## config.mk

```make
export PLATFORM = sky130hd
export DESIGN_NAME = gpio_masked_port
export DESIGN_NICKNAME = d
export VERILOG_FILES = /design/src/rtl/gpio_pkg.sv /design/src/rtl/gpio_sync.sv /design/src/rtl/gpio_decode.sv /design/src/rtl/gpio_regs.sv /design/src/rtl/gpio_masked_port.sv
export SDC_FILE = /design/constraint.sdc
export NUM_CORES = 1
export LEC_CHECK = 0
export ABC_CLOCK_PERIOD_IN_PS = 2560
export CAP_MARGIN = 20
export CELL_PAD_IN_SITES_DETAIL_PLACEMENT = 1
export CELL_PAD_IN_SITES_GLOBAL_PLACEMENT = 2
export CORE_MARGIN = 5
export CORE_UTILIZATION = 28
export DETAILED_ROUTE_END_ITERATION = 16
export PLACE_DENSITY = 0.85
export SYNTH_ARGS = -nofsm -noshare
export SYNTH_HDL_FRONTEND = slang
export SYNTH_SLANG_ARGS = --single-unit
```

## constraint.sdc

```tcl
create_clock -name clk_i -period 2.56 [get_ports clk_i]
set_input_delay 0.512 -clock clk_i [delete_from_list [all_inputs] [get_ports clk_i]]
set_output_delay 0.512 -clock clk_i [all_outputs]
set_load 0.005 [all_outputs]
```

## src/rtl/gpio_pkg.sv

```systemverilog
package gpio_pkg;
  localparam int NUM_PINS    = 8;
  localparam int ADDR_W      = 12;
  localparam int SYNC_STAGES = 2;

  typedef enum logic [1:0] {
    RGN_NONE = 2'd0,
    RGN_DATA = 2'd1,
    RGN_DIR  = 2'd2
  } region_e;
endpackage

```

## src/rtl/gpio_sync.sv

```systemverilog
module gpio_sync #(
  parameter int WIDTH  = 8,
  parameter int STAGES = 2
) (
  input  logic             clk_i,
  input  logic             rst_ni,
  input  logic [WIDTH-1:0] d_i,
  output logic [WIDTH-1:0] q_o
);
  localparam int CNT_W = $clog2(STAGES + 1);

  logic [WIDTH-1:0] stg_q [STAGES];

  genvar s;
  generate
    for (s = 0; s < STAGES; s++) begin : g_stage
      if (s == 0) begin : g_first
        always_ff @(posedge clk_i or negedge rst_ni) begin
          if (!rst_ni) stg_q[0] <= '0;
          else         stg_q[0] <= d_i;
        end
      end else begin : g_next
        always_ff @(posedge clk_i or negedge rst_ni) begin
          if (!rst_ni) stg_q[s] <= '0;
          else         stg_q[s] <= stg_q[s-1];
        end
      end
    end
  endgenerate

  assign q_o = stg_q[STAGES-1];

  // Cycles since reset, saturating; gates the latency check
  logic [CNT_W-1:0] age_q;
  always_ff @(posedge clk_i or negedge rst_ni) begin
    if (!rst_ni)                       age_q <= '0;
    else if (age_q != CNT_W'(STAGES))  age_q <= age_q + 1'b1;
  end

  p_sync_delay_r7: assert property (@(posedge clk_i) disable iff (!rst_ni)
    (age_q == CNT_W'(STAGES)) |-> (q_o == $past(d_i, 2)));
endmodule

```

## src/rtl/gpio_decode.sv

```systemverilog
module gpio_decode
  import gpio_pkg::*;
#(
  parameter int PINS = NUM_PINS,
  parameter int AW   = ADDR_W
) (
  input  logic            clk_i,
  input  logic            rst_ni,
  input  logic            psel_i,
  input  logic            penable_i,
  input  logic            pwrite_i,
  input  logic [AW-1:0]   paddr_i,
  input  logic [PINS-1:0] dir_i,
  input  logic [PINS-1:0] out_i,
  input  logic [PINS-1:0] sync_i,
  output logic            wr_data_o,
  output logic            wr_dir_o,
  output logic [PINS-1:0] mask_o,
  output logic [PINS-1:0] rdata_o
);
  localparam int          DIR_OFF = 1 << (PINS + 2);
  localparam logic [AW-1:0] DIR_A = AW'(DIR_OFF);

  region_e rgn;
  logic    access;

  always_comb begin
    if (paddr_i < DIR_A)       rgn = RGN_DATA;
    else if (paddr_i == DIR_A) rgn = RGN_DIR;
    else                       rgn = RGN_NONE;
  end

  assign access    = psel_i & penable_i;
  assign mask_o    = paddr_i[PINS+1:2];
  assign wr_data_o = access & pwrite_i & (rgn == RGN_DATA);
  assign wr_dir_o  = access & pwrite_i & (rgn == RGN_DIR);

  always_comb begin
    unique case (rgn)
      RGN_DATA: rdata_o = mask_o & ((dir_i & out_i) | (~dir_i & sync_i));
      RGN_DIR:  rdata_o = dir_i;
      default:  rdata_o = '0;
    endcase
  end

  p_unsel_zero_r4: assert property (@(posedge clk_i) disable iff (!rst_ni)
    (paddr_i < DIR_A) |-> ((rdata_o & ~paddr_i[PINS+1:2]) == '0));

  p_unmapped_zero_r8: assert property (@(posedge clk_i) disable iff (!rst_ni)
    (paddr_i > DIR_A) |-> (rdata_o == '0 && !wr_data_o && !wr_dir_o));

  p_one_target_r9: assert property (@(posedge clk_i) disable iff (!rst_ni)
    !(wr_data_o && wr_dir_o));
endmodule

```

## src/rtl/gpio_regs.sv

```systemverilog
module gpio_regs
  import gpio_pkg::*;
#(
  parameter int PINS = NUM_PINS
) (
  input  logic            clk_i,
  input  logic            rst_ni,
  input  logic            wr_data_i,
  input  logic            wr_dir_i,
  input  logic [PINS-1:0] mask_i,
  input  logic [PINS-1:0] wdata_i,
  output logic [PINS-1:0] dir_o,
  output logic [PINS-1:0] out_o
);
  logic [PINS-1:0] dir_q, out_q, upd;

  // Only selected, output-mode pins accept data
  assign upd = mask_i & dir_q;

  always_ff @(posedge clk_i or negedge rst_ni) begin
    if (!rst_ni)       dir_q <= '0;
    else if (wr_dir_i) dir_q <= wdata_i;
  end

  always_ff @(posedge clk_i or negedge rst_ni) begin
    if (!rst_ni)        out_q <= '0;
    else if (wr_data_i) out_q <= (out_q & ~upd) | (wdata_i & upd);
  end

  assign dir_o = dir_q;
  assign out_o = out_q;

  p_unsel_hold_r3: assert property (@(posedge clk_i) disable iff (!rst_ni)
    wr_data_i |=> (((out_q ^ $past(out_q)) & ~$past(mask_i)) == '0));

  p_sel_load_r3: assert property (@(posedge clk_i) disable iff (!rst_ni)
    wr_data_i |=> (((out_q ^ $past(wdata_i)) & $past(mask_i & dir_q)) == '0));

  p_input_ignored_r6: assert property (@(posedge clk_i) disable iff (!rst_ni)
    wr_data_i |=> (((out_q ^ $past(out_q)) & ~$past(dir_q)) == '0));

  p_out_hold_r9: assert property (@(posedge clk_i) disable iff (!rst_ni)
    !wr_data_i |=> $stable(out_q));

  p_dir_hold_r5: assert property (@(posedge clk_i) disable iff (!rst_ni)
    !wr_dir_i |=> $stable(dir_q));
endmodule

```

## src/rtl/gpio_masked_port.sv

```systemverilog
module gpio_masked_port
  import gpio_pkg::*;
(
  input  logic                clk_i,
  input  logic                rst_ni,
  input  logic                psel_i,
  input  logic                penable_i,
  input  logic                pwrite_i,
  input  logic [ADDR_W-1:0]   paddr_i,
  input  logic [NUM_PINS-1:0] pwdata_i,
  output logic [NUM_PINS-1:0] prdata_o,
  output logic                pready_o,
  input  logic [NUM_PINS-1:0] pad_in_i,
  output logic [NUM_PINS-1:0] pad_out_o,
  output logic [NUM_PINS-1:0] pad_oe_o,
  output logic [NUM_PINS-1:0] sync_in_o
);
  logic                wr_data, wr_dir;
  logic [NUM_PINS-1:0] mask, dir, outv, sync;

  gpio_sync #(.WIDTH(NUM_PINS), .STAGES(SYNC_STAGES)) u_sync (
    .clk_i (clk_i),
    .rst_ni(rst_ni),
    .d_i   (pad_in_i),
    .q_o   (sync)
  );

  gpio_decode #(.PINS(NUM_PINS), .AW(ADDR_W)) u_decode (
    .clk_i    (clk_i),
    .rst_ni   (rst_ni),
    .psel_i   (psel_i),
    .penable_i(penable_i),
    .pwrite_i (pwrite_i),
    .paddr_i  (paddr_i),
    .dir_i    (dir),
    .out_i    (outv),
    .sync_i   (sync),
    .wr_data_o(wr_data),
    .wr_dir_o (wr_dir),
    .mask_o   (mask),
    .rdata_o  (prdata_o)
  );

  gpio_regs #(.PINS(NUM_PINS)) u_regs (
    .clk_i    (clk_i),
    .rst_ni   (rst_ni),
    .wr_data_i(wr_data),
    .wr_dir_i (wr_dir),
    .mask_i   (mask),
    .wdata_i  (pwdata_i),
    .dir_o    (dir),
    .out_o    (outv)
  );

  assign pready_o  = 1'b1;
  assign pad_oe_o  = dir;
  assign pad_out_o = outv;
  assign sync_in_o = sync;
endmodule

```

**Yosys cells after proc, flatten, opt, wreduce, memory -nomap -nowiden**

Index checks and enable logic that the tools add are counted.

- Magnitude comparators: 1
- Equality and inequality tests: 3
- Muxes and demuxes: 3
- Bitwise logic cells: 14

Operator list:

| cell | count |
|---|---|
| 8-bit AND | 6 |
| 8-bit NOT | 2 |
| 8-bit bitwise OR | 2 |
| 8-bit one-hot mux with 2 select lines | 1 |
| 12-bit by 11-bit equality test with 1-bit output (second input constant) | 1 |
| 12-bit by 11-bit less-than comparator with 1-bit output (second input constant) | 1 |
| 1-bit AND | 4 |
| 2-bit 2-to-1 mux | 2 |
| 2-bit by 1-bit equality test with 1-bit output (second input constant) | 1 |
| 2-bit equality test (second input constant) | 1 |

- Register bits: 32
- Bits of input ports: 33
- Output and inout port bits: 33
- Logic and storage cells: 25

**Depth between registers and ports, before layout**

- Depth in word-level cells: 5
- Mapped depth: 4
- Mapped depth without buffers: 3

**Cells and area by module**

A second synthesis with hierarchy kept.

- Cell total of the unflattened synthesis: 100
- Area total of the unflattened synthesis: 1,456.4 um2

By module, submodules not included:

| module | instances | cells each | area an instance (um2) | seq. area each (um2) |
|---|---|---|---|---|
| gpio_regs | 1 | 42 | 676.9 | 400.4 |
| gpio_sync | 1 | 24 | 460.4 | 400.4 |
| gpio_decode | 1 | 32 | 307.8 | 0.0 |
| gpio_masked_port | 1 | 2 | 11.3 | 0.0 |

**Worst setup path before layout**

OpenSTA, ideal clock, no wires.

- Kind: input port to output port
- Start: input port paddr_i[6]
- End: output port prdata_o[0]
- Arrival time: 1.327 ns
- Data required time: 2.048 ns
- Path slack: 0.721 ns
- Stages: 4
- Path buffers: 1
- Cell sequence: nor4b_4 -> and3_2 -> buf_2 -> a32o_1

- Cells in the longest elaborated chain, start to end: 5
- Elaborated cells between the ends (all ways): 7
- Those cells by class: order compare: 1; eq/ne: 3; mux: 3

RTL lines:

| item | RTL line | RTL |
|---|---|---|
| start, declared | gpio_masked_port.sv:9 | `input logic [ADDR_W-1:0] paddr_i,` |
| parallel branches: the longest is 2 deep, another holds 12-bit by 11-bit less-than comparator with 1-bit output | - |  |
| 2-bit 2-to-1 mux (*) | gpio_decode.sv:28 | `if (paddr_i < DIR_A) rgn = RGN_DATA;` |
| 2-bit equality test or 2-bit by 1-bit equality test with 1-bit output (tied branches) | gpio_decode.sv:39 | `unique case (rgn)` |
| 8-bit one-hot mux with 2 select lines (*) | gpio_decode.sv:39 |  |
| end, declared | gpio_masked_port.sv:11 | `output logic [NUM_PINS-1:0] prdata_o,` |

Mark *: on every way between the ends.

**Worst setup path in the final report**

- Start: input port paddr_i[0]
- End: output port prdata_o[3]

The elaborated chain is that of the path after synthesis.

==> metrics.md <==
| Metric | Value |
|---|---|
| Min-delay worst type | `reg2reg` |
| Routed vias/inst | `4.450` |
| CP Max Fanout | `5` |
| Overall Power | `1.050 mW` |
| CTS max path bufs | `2` |
| CP delay by family, top | `buffers and inverters` |
| Std-Cell Rows | `25` |
| Largest net degree at the start of global routing | `33` |
| Chip width | `80.72 um` |
| PD cells | `460.0 nW/um2` |
| Xor and xnor area share after synthesis | `0%` |
| Leak Pwr | `1.040 nW` |
| Core area | `4786 um2` |
| H-tree depth | `2` |
| Crit. End Element | `primary output` |
| Hold depth | `0` |
| Yosys cell types | `13` |
| Vias in the first global route | `1249` |
| Syn_nets | `125` |
| Setup Crit Path Kind | `in2out` |
| Final ANT Viol Nets | `0` |
| Hpwl dp | `3.081 mm` |
| GRT overflow | `0` |
| GRT Total Usage | `13.76%` |
| Post-layout util | `47.69%` |
| GPL Wtd Cong | `0.6867` |
| CTS Buf Count | `5` |
| Gate Count Post-Synth | `92` |
| First-pass GRT wire length | `6.444 mm` |
| Layout cells sized above 1 | `34.10%` |
| Die area | `6515 um2` |
| Post-synthesis sequential area ratio | `57.19%` |
| CTS tree | `done` |
| Synth Area in Compound Gates | `5.719%` |
| Crit path buf inv count | `2` |
| Wire length per cell | `16.65 um` |
| Fmax | `399.5 MHz` |
| Ys Warns | `0` |
| Fillers | `496` |
| Final period utilization | `97.79%` |
| Worst skew pair latency | `0.28 ns` |
| Reg area | `800.8 um2` |
| Initial antenna violation count | `2` |
| Drt first-iter violations | `18` |
| Cell Area, Synth | `1400 um2` |
| Hold Vio Cnt, Final | `0` |
| Via count | `1077` |
| Min cycle time layout | `2.503 ns` |
| Area grow syn2layout | `63.00%` |
| Initial Util | `29.25%` |
| IR drop worst, VDD | `0.0003397 V` |
| Max_cap viols | `0` |
| Syn avg cell area | `15.22 um2` |
| Max Slew Vio Count | `0` |
| CP Launch Type | `input port` |
| Pre-antenna DRT Iters | `4` |
| Final hold slack | `0.3513 ns` |
| Seq cells post-synth | `32` |
| Adder-Cell Fraction of Synth Area | `0%` |
| Slowest stage cell, crit path | `clkdlybuf4s50_1` |
| Worst endpoint data arrival time | `1.99 ns` |
| Worst path max stage delay | `0.50 ns` |
| IO Count | `66` |
| CP Depth | `5` |
| Die height | `80.72 um` |
| Port Buffer Count | `64` |
| Reg2Reg Depth | `2` |
| Largest family of logic cells by synthesized area | `multiplexers` |
| Outcome | `finished, final reports clean` |
| Reg clk slew, reported paths | `0.07 ns` |
| Clk sinks | `32` |
| Worst path cell trace | `dlygate4sd2_1, nor4_4, and3_4, a32o_1, clkdlybuf4s50_1` |
| WP data required | `2.05 ns` |
| Footprint of the multi-input gates | `520.5 um2` |
| Residual DRC count | `0` |
| Final Net Count | `205` |
| Simple logic cell fraction of the synthesized area | `11.62%` |
| Root Driver | `clkbuf_8` |
| Total Routed Length | `4.029 mm` |
| Layout Skew | `0.001262 ns` |
| Mux cell area share after synthesis | `19.30%` |
| Final setup viols | `0` |
cell type report:
type,instances,area share [%]
multi-input combinational,48,22.81
antenna,2,0.2193
clock buffer,7,3.783
clock inverter,1,0.3289
tap,67,3.673
sequential,32,35.09
timing repair buffer,85,34.10
where the power goes:
part / internal [mW] / switching (mW) / total (mW)
combinational: 0.0741 / 0.0478 / 0.122
clock: 0.218 / 0.186 / 0.404
sequential: 0.519 / 0.00513 / 0.524
cell usage in the layout (no fill, tap or decap):
| cell type | synthesis | routed |
|---|---|---|
| nand4_4 | 1 | 1 |
| clkinvlp_4 | 0 | 1 |
| dlymetal6s2s_1 | 0 | 1 |
| clkbuf_2 | 0 | 1 |
| mux2_2 | 24 | 24 |
| buf_4 | 9 | 21 |
| clkdlybuf4s15_1 | 0 | 3 |
| and3_1 | 1 | 1 |
| nor2_4 | 1 | 1 |
| dfrtp_1 | 32 | 32 |
| dlygate4sd2_1 | 0 | 14 |
| nand4_1 | 8 | 8 |
| and3_4 | 0 | 1 |
| clkdlybuf4s50_1 | 0 | 45 |
| clkbuf_8 | 0 | 6 |
| clkbuf_1 | 0 | 1 |
| nor4_4 | 2 | 2 |
| conb_1 | 1 | 1 |
| nor4b_4 | 1 | 1 |
| a32o_1 | 8 | 8 |
| diode_2 | 0 | 2 |
synthesized netlist by cell type (all sizes together):
master  number  share of area (%)
dfrtp       32                 57
mux2        24                 19
buf         12                5.9
nand4        9                5.1
a32o         8                5.7
and3         2               0.98
nor4         2                3.0
conb         1               0.27
nor2         1               0.80
nor4b        1                1.7
per-stage QoR:
step | worst slack [ns] | instance area, um2 | setup TNS [ns] | cells
final | 0.05666 | 2282 | 0 | 242
after CTS | 0.01088 | 2261 | 0 | 238
after global routing | -0.008281 | 2282 | -0.01357 | 242
after detailed placement | -0.3015 | 2140 | -2.327 | 224
after floorplan | 0.7215 | 1400 | 0 | 92
after global placement | -0.3139 | 2140 | -2.401 | 224
routing by layer:
metal  global-route usage, %  up-vias  routed length, um
met1                   14.59      529               1523
li1                        -      500                  -
met2                   23.43       42               2065
met3                   6.614        6                370
met5                       0        -                  0
met4                   5.574        0                 71
final timing paths:
kind                                                   from                          to  slack, ns
worst min-delay path             u_sync.stg_q[14]$_DFF_PN0_     u_sync.q_o[6]$_DFF_PN0_       0.35
max in group asynchronous                            rst_ni  asynchronous set/reset pin       1.64
min in group asynchronous                            rst_ni     u_sync.q_o[2]$_DFF_PN0_       0.62
worst min register to register   u_sync.stg_q[14]$_DFF_PN0_     u_sync.q_o[6]$_DFF_PN0_       0.35
worst max register to register  u_regs.dir_o[7]$_DFFE_PN0P_                        flop       1.55
worst max-delay path                             paddr_i[0]                 prdata_o[3]       0.06
cell families (layout without fill, tap and decap cells):
kind of cell / Yosys count / after routing
compound gates: 8 / 8
buf+inv: 12 / 93
flops: 32 / 32
mux: 24 / 24
other cells: 1 / 3
simple gates: 15 / 15
repair_timing:
item / CTS / global route
endpoints found under the setup margin: 8 / 5
pin swaps: 8 / 3
hold buffers: 0 / 0
cloned: 0 / 0
gates resized for setup: 20 / 5
buffers inserted: 6 / 2
hold endpoints to repair: 0 / 0
Note: power is estimated with default switching activity, not from simulation.
